## src/rtl/cfgAccPkg.sv

```systemverilog
package cfgAccPkg;
  localparam int DATA_BYTES = 4;
  localparam int DATA_W     = DATA_BYTES * 8;
  localparam int OFS_W      = $clog2(DATA_BYTES);

  // latch field positions; targets decode them
  localparam int ENABLE_BIT = 31;
  localparam int BUS_LSB    = 16;
  localparam int BUS_W      = 8;
  localparam int DEV_LSB    = 11;
  localparam int DEV_W      = 5;
  localparam int FUNC_LSB   = 8;
  localparam int FUNC_W     = 3;
  localparam int REG_W      = 8;

  typedef enum logic [1:0] {
    SZ_BYTE  = 2'd0,
    SZ_WORD  = 2'd1,
    SZ_DWORD = 2'd2,
    SZ_DWALT = 2'd3
  } accSize_t;

  typedef struct packed {
    logic latchWr;
    logic issueRd;
    logic issueWr;
    logic rspLoad;
    logic rspAddr;
    logic rspZero;
  } ctrlStrobes_t;
endpackage

```

## src/rtl/cfgCtrl.sv

```systemverilog
module cfgCtrl
  import cfgAccPkg::*;
(
  input  logic         hostValid,
  input  logic         hostWrite,
  input  logic         hostSel,
  input  logic [1:0]   hostSize,
  input  logic         addrEnable,
  input  logic         addrLowZero,
  input  logic         tgtPresent,
  output ctrlStrobes_t strobes
);
  logic isDword;
  logic addrAcc;
  logic dataAcc;
  logic dataOk;

  assign isDword = (hostSize == SZ_DWORD) || (hostSize == SZ_DWALT);
  assign addrAcc = hostValid && !hostSel;
  assign dataAcc = hostValid && hostSel;
  assign dataOk  = addrEnable && addrLowZero && tgtPresent;

  always_comb begin
    strobes         = '0;
    strobes.latchWr = addrAcc && hostWrite && isDword;
    strobes.issueRd = dataAcc && !hostWrite && dataOk;
    strobes.issueWr = dataAcc && hostWrite && dataOk;
    strobes.rspLoad = hostValid && !hostWrite;
    strobes.rspAddr = !hostSel;
    strobes.rspZero = hostSel ? !dataOk : !isDword;
  end
endmodule

```

## src/rtl/cfgDatapath.sv

```systemverilog
module cfgDatapath
  import cfgAccPkg::*;
(
  input  logic              clk,
  input  logic              rst_n,
  input  ctrlStrobes_t      strobes,
  input  logic [OFS_W-1:0]  hostOfs,
  input  logic [1:0]        hostSize,
  input  logic [DATA_W-1:0] hostWdata,
  input  logic [DATA_W-1:0] tgtRdata,
  output logic              addrEnable,
  output logic              addrLowZero,
  output logic [BUS_W-1:0]  tgtBus,
  output logic [DEV_W-1:0]  tgtDev,
  output logic [FUNC_W-1:0] tgtFunc,
  output logic [REG_W-1:0]  tgtReg,
  output logic [DATA_BYTES-1:0] tgtBe,
  output logic [DATA_W-1:0] tgtWdata,
  output logic [DATA_W-1:0] hostRdata,
  output logic              hostRvalid
);
  localparam int SHIFT_W = OFS_W + 3;

  logic [DATA_W-1:0]     addrLatch;
  logic [DATA_BYTES-1:0] sizeMask;
  logic [DATA_W-1:0]     rdShifted;
  logic [DATA_W-1:0]     rdMasked;
  logic [SHIFT_W-1:0]    laneShift;

  always_ff @(posedge clk or negedge rst_n) begin
    if (!rst_n)               addrLatch <= '0;
    else if (strobes.latchWr) addrLatch <= hostWdata;
  end

  assign addrEnable  = addrLatch[ENABLE_BIT];
  assign addrLowZero = (addrLatch[OFS_W-1:0] == '0);
  assign tgtBus      = addrLatch[BUS_LSB +: BUS_W];
  assign tgtDev      = addrLatch[DEV_LSB +: DEV_W];
  assign tgtFunc     = addrLatch[FUNC_LSB +: FUNC_W];
  assign tgtReg      = {addrLatch[REG_W-1:OFS_W], hostOfs};

  assign laneShift = {hostOfs, 3'b000};
  assign rdShifted = tgtRdata >> laneShift;
  assign tgtWdata  = hostWdata << laneShift;
  assign tgtBe     = sizeMask << hostOfs;

  for (genvar b = 0; b < DATA_BYTES; b++) begin : g_lane
    assign sizeMask[b]          = (b < (32'd1 << hostSize));
    assign rdMasked[b*8 +: 8]   = sizeMask[b] ? rdShifted[b*8 +: 8] : 8'h00;
  end

  always_ff @(posedge clk or negedge rst_n) begin
    if (!rst_n) begin
      hostRdata  <= '0;
      hostRvalid <= 1'b0;
    end else begin
      hostRvalid <= strobes.rspLoad;
      if (strobes.rspLoad)
        hostRdata <= strobes.rspZero ? '0 : (strobes.rspAddr ? addrLatch : rdMasked);
    end
  end

  p_latch_hold_r1: assert property (@(posedge clk) disable iff (!rst_n)
    !strobes.latchWr |=> $stable(addrLatch));

  p_refused_zero_r3: assert property (@(posedge clk) disable iff (!rst_n)
    (strobes.rspLoad && !strobes.rspAddr && !addrEnable) |=> (hostRdata == '0));
endmodule

```

## src/rtl/cfgAccessDecoder.sv

```systemverilog
module cfgAccessDecoder
  import cfgAccPkg::*;
(
  input  logic        clk,
  input  logic        rst_n,
  input  logic        hostValid,
  input  logic        hostWrite,
  input  logic        hostSel,
  input  logic [1:0]  hostOfs,
  input  logic [1:0]  hostSize,
  input  logic [31:0] hostWdata,
  output logic [31:0] hostRdata,
  output logic        hostRvalid,
  output logic [7:0]  tgtBus,
  output logic [4:0]  tgtDev,
  output logic [2:0]  tgtFunc,
  output logic [7:0]  tgtReg,
  input  logic        tgtPresent,
  output logic        tgtRd,
  output logic        tgtWr,
  output logic [3:0]  tgtBe,
  output logic [31:0] tgtWdata,
  input  logic [31:0] tgtRdata
);
  ctrlStrobes_t strobes;
  logic addrEnable;
  logic addrLowZero;

  cfgCtrl u_ctrl (
    .hostValid  (hostValid),
    .hostWrite  (hostWrite),
    .hostSel    (hostSel),
    .hostSize   (hostSize),
    .addrEnable (addrEnable),
    .addrLowZero(addrLowZero),
    .tgtPresent (tgtPresent),
    .strobes    (strobes)
  );

  cfgDatapath u_dp (
    .clk        (clk),
    .rst_n      (rst_n),
    .strobes    (strobes),
    .hostOfs    (hostOfs),
    .hostSize   (hostSize),
    .hostWdata  (hostWdata),
    .tgtRdata   (tgtRdata),
    .addrEnable (addrEnable),
    .addrLowZero(addrLowZero),
    .tgtBus     (tgtBus),
    .tgtDev     (tgtDev),
    .tgtFunc    (tgtFunc),
    .tgtReg     (tgtReg),
    .tgtBe      (tgtBe),
    .tgtWdata   (tgtWdata),
    .hostRdata  (hostRdata),
    .hostRvalid (hostRvalid)
  );

  assign tgtRd = strobes.issueRd;
  assign tgtWr = strobes.issueWr;

  p_strobe_excl_r9: assert property (@(posedge clk) disable iff (!rst_n)
    !(tgtRd && tgtWr));

  p_strobe_idle_r9: assert property (@(posedge clk) disable iff (!rst_n)
    !hostValid |-> !(tgtRd || tgtWr));

  p_rvalid_read_r8: assert property (@(posedge clk) disable iff (!rst_n)
    (hostValid && !hostWrite) |=> hostRvalid);

  p_rvalid_quiet_r8: assert property (@(posedge clk) disable iff (!rst_n)
    !(hostValid && !hostWrite) |=> !hostRvalid);

  p_absent_zero_r6: assert property (@(posedge clk) disable iff (!rst_n)
    (hostValid && hostSel && !hostWrite && !tgtPresent) |=> (hostRdata == 32'h0));

  p_be_live_r7: assert property (@(posedge clk) disable iff (!rst_n)
    (tgtRd || tgtWr) |-> (tgtBe != 4'h0));
endmodule

```

## config.mk

```make
export PLATFORM = sky130hd
export DESIGN_NAME = cfgAccessDecoder
export DESIGN_NICKNAME = d
export VERILOG_FILES = /design/src/rtl/cfgAccPkg.sv /design/src/rtl/cfgCtrl.sv /design/src/rtl/cfgDatapath.sv /design/src/rtl/cfgAccessDecoder.sv
export SDC_FILE = /design/constraint.sdc
export NUM_CORES = 1
export LEC_CHECK = 0
export ABC_CLOCK_PERIOD_IN_PS = 2150
export BUFFER_PORTS_ARGS = -buffer_cell sky130_fd_sc_hd__clkbuf_2
export CAP_MARGIN = 10
export CORE_UTILIZATION = 35
export CTS_BUF_LIST = sky130_fd_sc_hd__clkbuf_8
export DETAILED_ROUTE_END_ITERATION = 7
export GPL_ROUTABILITY_DRIVEN = 0
export PLACE_DENSITY = 0.61
export SLEW_MARGIN = 15
export SYNTH_ARGS = -nofsm -noshare
export SYNTH_HDL_FRONTEND = slang
export SYNTH_SLANG_ARGS = --single-unit
```

## constraint.sdc

```tcl
create_clock -name clk -period 2.15 [get_ports clk]
set_input_delay 0.43 -clock clk [delete_from_list [all_inputs] [get_ports clk]]
set_output_delay 0.43 -clock clk [all_outputs]
set_load 0.01 [all_outputs]
```

==> results.cfg <==
[final_layout]
final-seq-area_um2 = 1630
final_cell_area_um2 = 5200
antenna_cells = 0
n_fill_cell = 1146
multi_input_area_um2 = 2160
areaGrowthSynthToFinish_pct = 24.4
final_common_cell = clkbuf_2
fin_nets = 632
drive_above_1_share = 0.481
final_cell_mix = 166 x clkbuf_2, 65 x dfrtp_1, 52 x nor2_1

[clock_tree]
hold_buffers = 0
path_clk_slew_ps = 70
cts_buffer_depth = 2
cts_tree = built
clock_sinks = 65
cts-root-buf = clkbuf_8
clk_latency_ps = 350
cts_setup_buffers = 0
htree_levels = 3
post_cts_resized = 0
cts_made_buffers = 9

[route]
wirelength_um = 14400
vias = 3829
routed_via_density = 5.42
wl_per_cell_um = 20.4
ant_nets = 0
drtIter0Drc = 210
dr.pass1.iters = 7
drc = 18

[synthesis]
ys_dominant_reg_cell = dfrtp_1
ys_ff_latch = 65
synth_area_per_cell_um2 = 9.96
yosysSeqAreaShare = 0.389
async_reset_ff_frac = 1.00
ys_types = 28
syn_area_um2 = 4180
yosysTopAreaCell = dfrtp_1
yosys.area.top_type_share = 0.389
yosys_warnings = 0
synth_edf_count = 0
postSynthNetCount = 494
ys_top_cells_by_area = dfrtp_1 39%, mux2_2 10%, mux2i_1 9.6%, buf_4 5.6%, a211oi_2 4.8%
synth_cells = 420

[die]
coreArea_um2 = 11500
die_w_um = 111
die_y_um = 111
design.portCount = 169
row_count = 39
die-area_um2 = 12400
initial_utilization = 0.363

[global_route]
gr-usage-all-layers = 0.234
grt_util_met1 = 0.318
grt_pass1_vias = 3756
antenna_found_initial = 0
use_met3 = 0.0651
grt_max_degree = 42
grt_pass1_wl_um = 22000
grtUsageMet2 = 0.357
grt_remaining_overflow = 0
gr-max-usage-layer = met2

[timing]
fin_crit_ps = 1890
hold_viol_final = 0
rsz0062_at_grt = false
period_share = 0.878
setup_tns_ps = 0
tightest_slew_ps = 747
fin_worst_skew_ps = 10.7
fmax_ghz = 0.530
slew_headroom = 0.502
slew_violations = 0
setup-violations-final = 0

[critical_path]
crit_required_ps = 1720
path_cells = nor2_1, nand4_1, nor2_1, clkbuf_2
cp-end-kind = primary output
r2r-end = u_dp.hostRdata[27]$_DFFE_PN0P_
max_stage_delay_ps = 410
startpoint_type = flip-flop
reg2reg_from = u_dp.addrLatch[0]$_DFFE_PN0P_
timing.critical_path.mode_cell = nor2_1
arrival_ps = 1460
crit_slowest_cell = dfrtp_1
critPathTopFamily = simple AND/OR/NAND/NOR gates
worst-path-buf-inv = 1
critPathKind = flip-flop to primary output
rrSetupSlack_ps = 630
r2r_cells = 5
path_max_fanout = 3

[placement]
portBuffers = 168
dp_hpwl_um = 11100
placed_area_um2 = 4990

[status]
violations = design-rule violations
status = complete, but fails checks

[power]
ir_drop_v = 0.000273
p_per_area_nw_per_um2 = 744
leakage_nw = 2.53

[hold_path]
hold_class = input pin to asynchronous set/reset pin

[job]
drv_cap = 0
per-stage QoR:
step                      power [mW]  instances  utilization  worst slack [ps]  hold WS [ps]
after floorplan                 2.33        420            -               321           134
after global placement          2.73        690        0.433               289           512
after detailed placement        2.76        690        0.433               265           519
after CTS                       3.89        706        0.452               256           150
after global routing            4.06        706        0.452               162           165
final                           3.87        706        0.452               263           132
synthesized netlist by cell type, types with 3 or more instances:
| library cell | instances |
|---|---|
| nor2b_1 | 8 |
| nor3_2 | 13 |
| nor2_1 | 52 |
| clkbuf_1 | 10 |
| buf_4 | 31 |
| buf_6 | 4 |
| mux2i_1 | 40 |
| and2_1 | 8 |
| a211oi_2 | 16 |
| mux2_2 | 37 |
| o21ai_0 | 16 |
| a211oi_1 | 17 |
| mux2_1 | 3 |
| a21oi_1 | 33 |
| dfrtp_1 | 65 |
| nand2_1 | 11 |
| a221oi_1 | 8 |
| nor3_1 | 4 |
| buf_2 | 14 |
| nand2b_1 | 11 |
| o22ai_1 | 9 |
layer usage:
layer / vias up / routed length, um
li1: 1758 / -
met1: 1870 / 6380
met2: 184 / 6510
met3: 17 / 1190
met4: 0 / 310
met5: - / 0
logic make-up (layout without fill, tap and decap cells):
group,count (synthesis),in the layout,share of synthesized area
AOI/OAI and AO/OA,100,100,0.168
buffers and inverters,61,204,0.0940
and+or+nand+nor,114,114,0.145
muxes,80,80,0.203
DFF,65,65,0.389
worst max-delay path by stage:
stage,start,slack (ps),to,cells past startpoint
finish,u_dp.addrLatch[0]$_DFFE_PN0P_,260,tgtRd,4
global route,hostOfs[1],160,tgtWdata[30],6
CTS,u_dp.addrLatch[0]$_DFFE_PN0P_,260,tgtRd,4
detailed placement,hostOfs[1],260,tgtWdata[17],5
global placement,hostOfs[1],290,tgtWdata[23],5
floorplan,hostOfs[1],320,tgtWdata[16],5
report_power, final:
group	switching [mW]	internal, mW
registers	0.209	1.44
logic	0.596	0.494
clock network	0.507	0.629
total	1.31	2.56
worst register-to-register path: cells and delay by family, from the launching register on:
kind,cells,cell delay (ps)
simple gates,4,780
flops,1,410
buf+inv,1,240
flip-flops by register name (all words and copies together) (netlist names):
register,count
u_dp.addrLatch,32
u_dp.hostRdata,32
u_dp.hostRvalid,1
final cells by class:
class / instances / share of cell area
inverters: 2 / 0.00144
clock buffers: 12 / 0.0317
multi-input cells: 294 / 0.415
flip-flops and latches: 65 / 0.313
repair buffers: 186 / 0.195
well taps: 143 / 0.0344
clock inverters: 4 / 0.00962
Note: power is estimated with default switching activity, not from simulation.
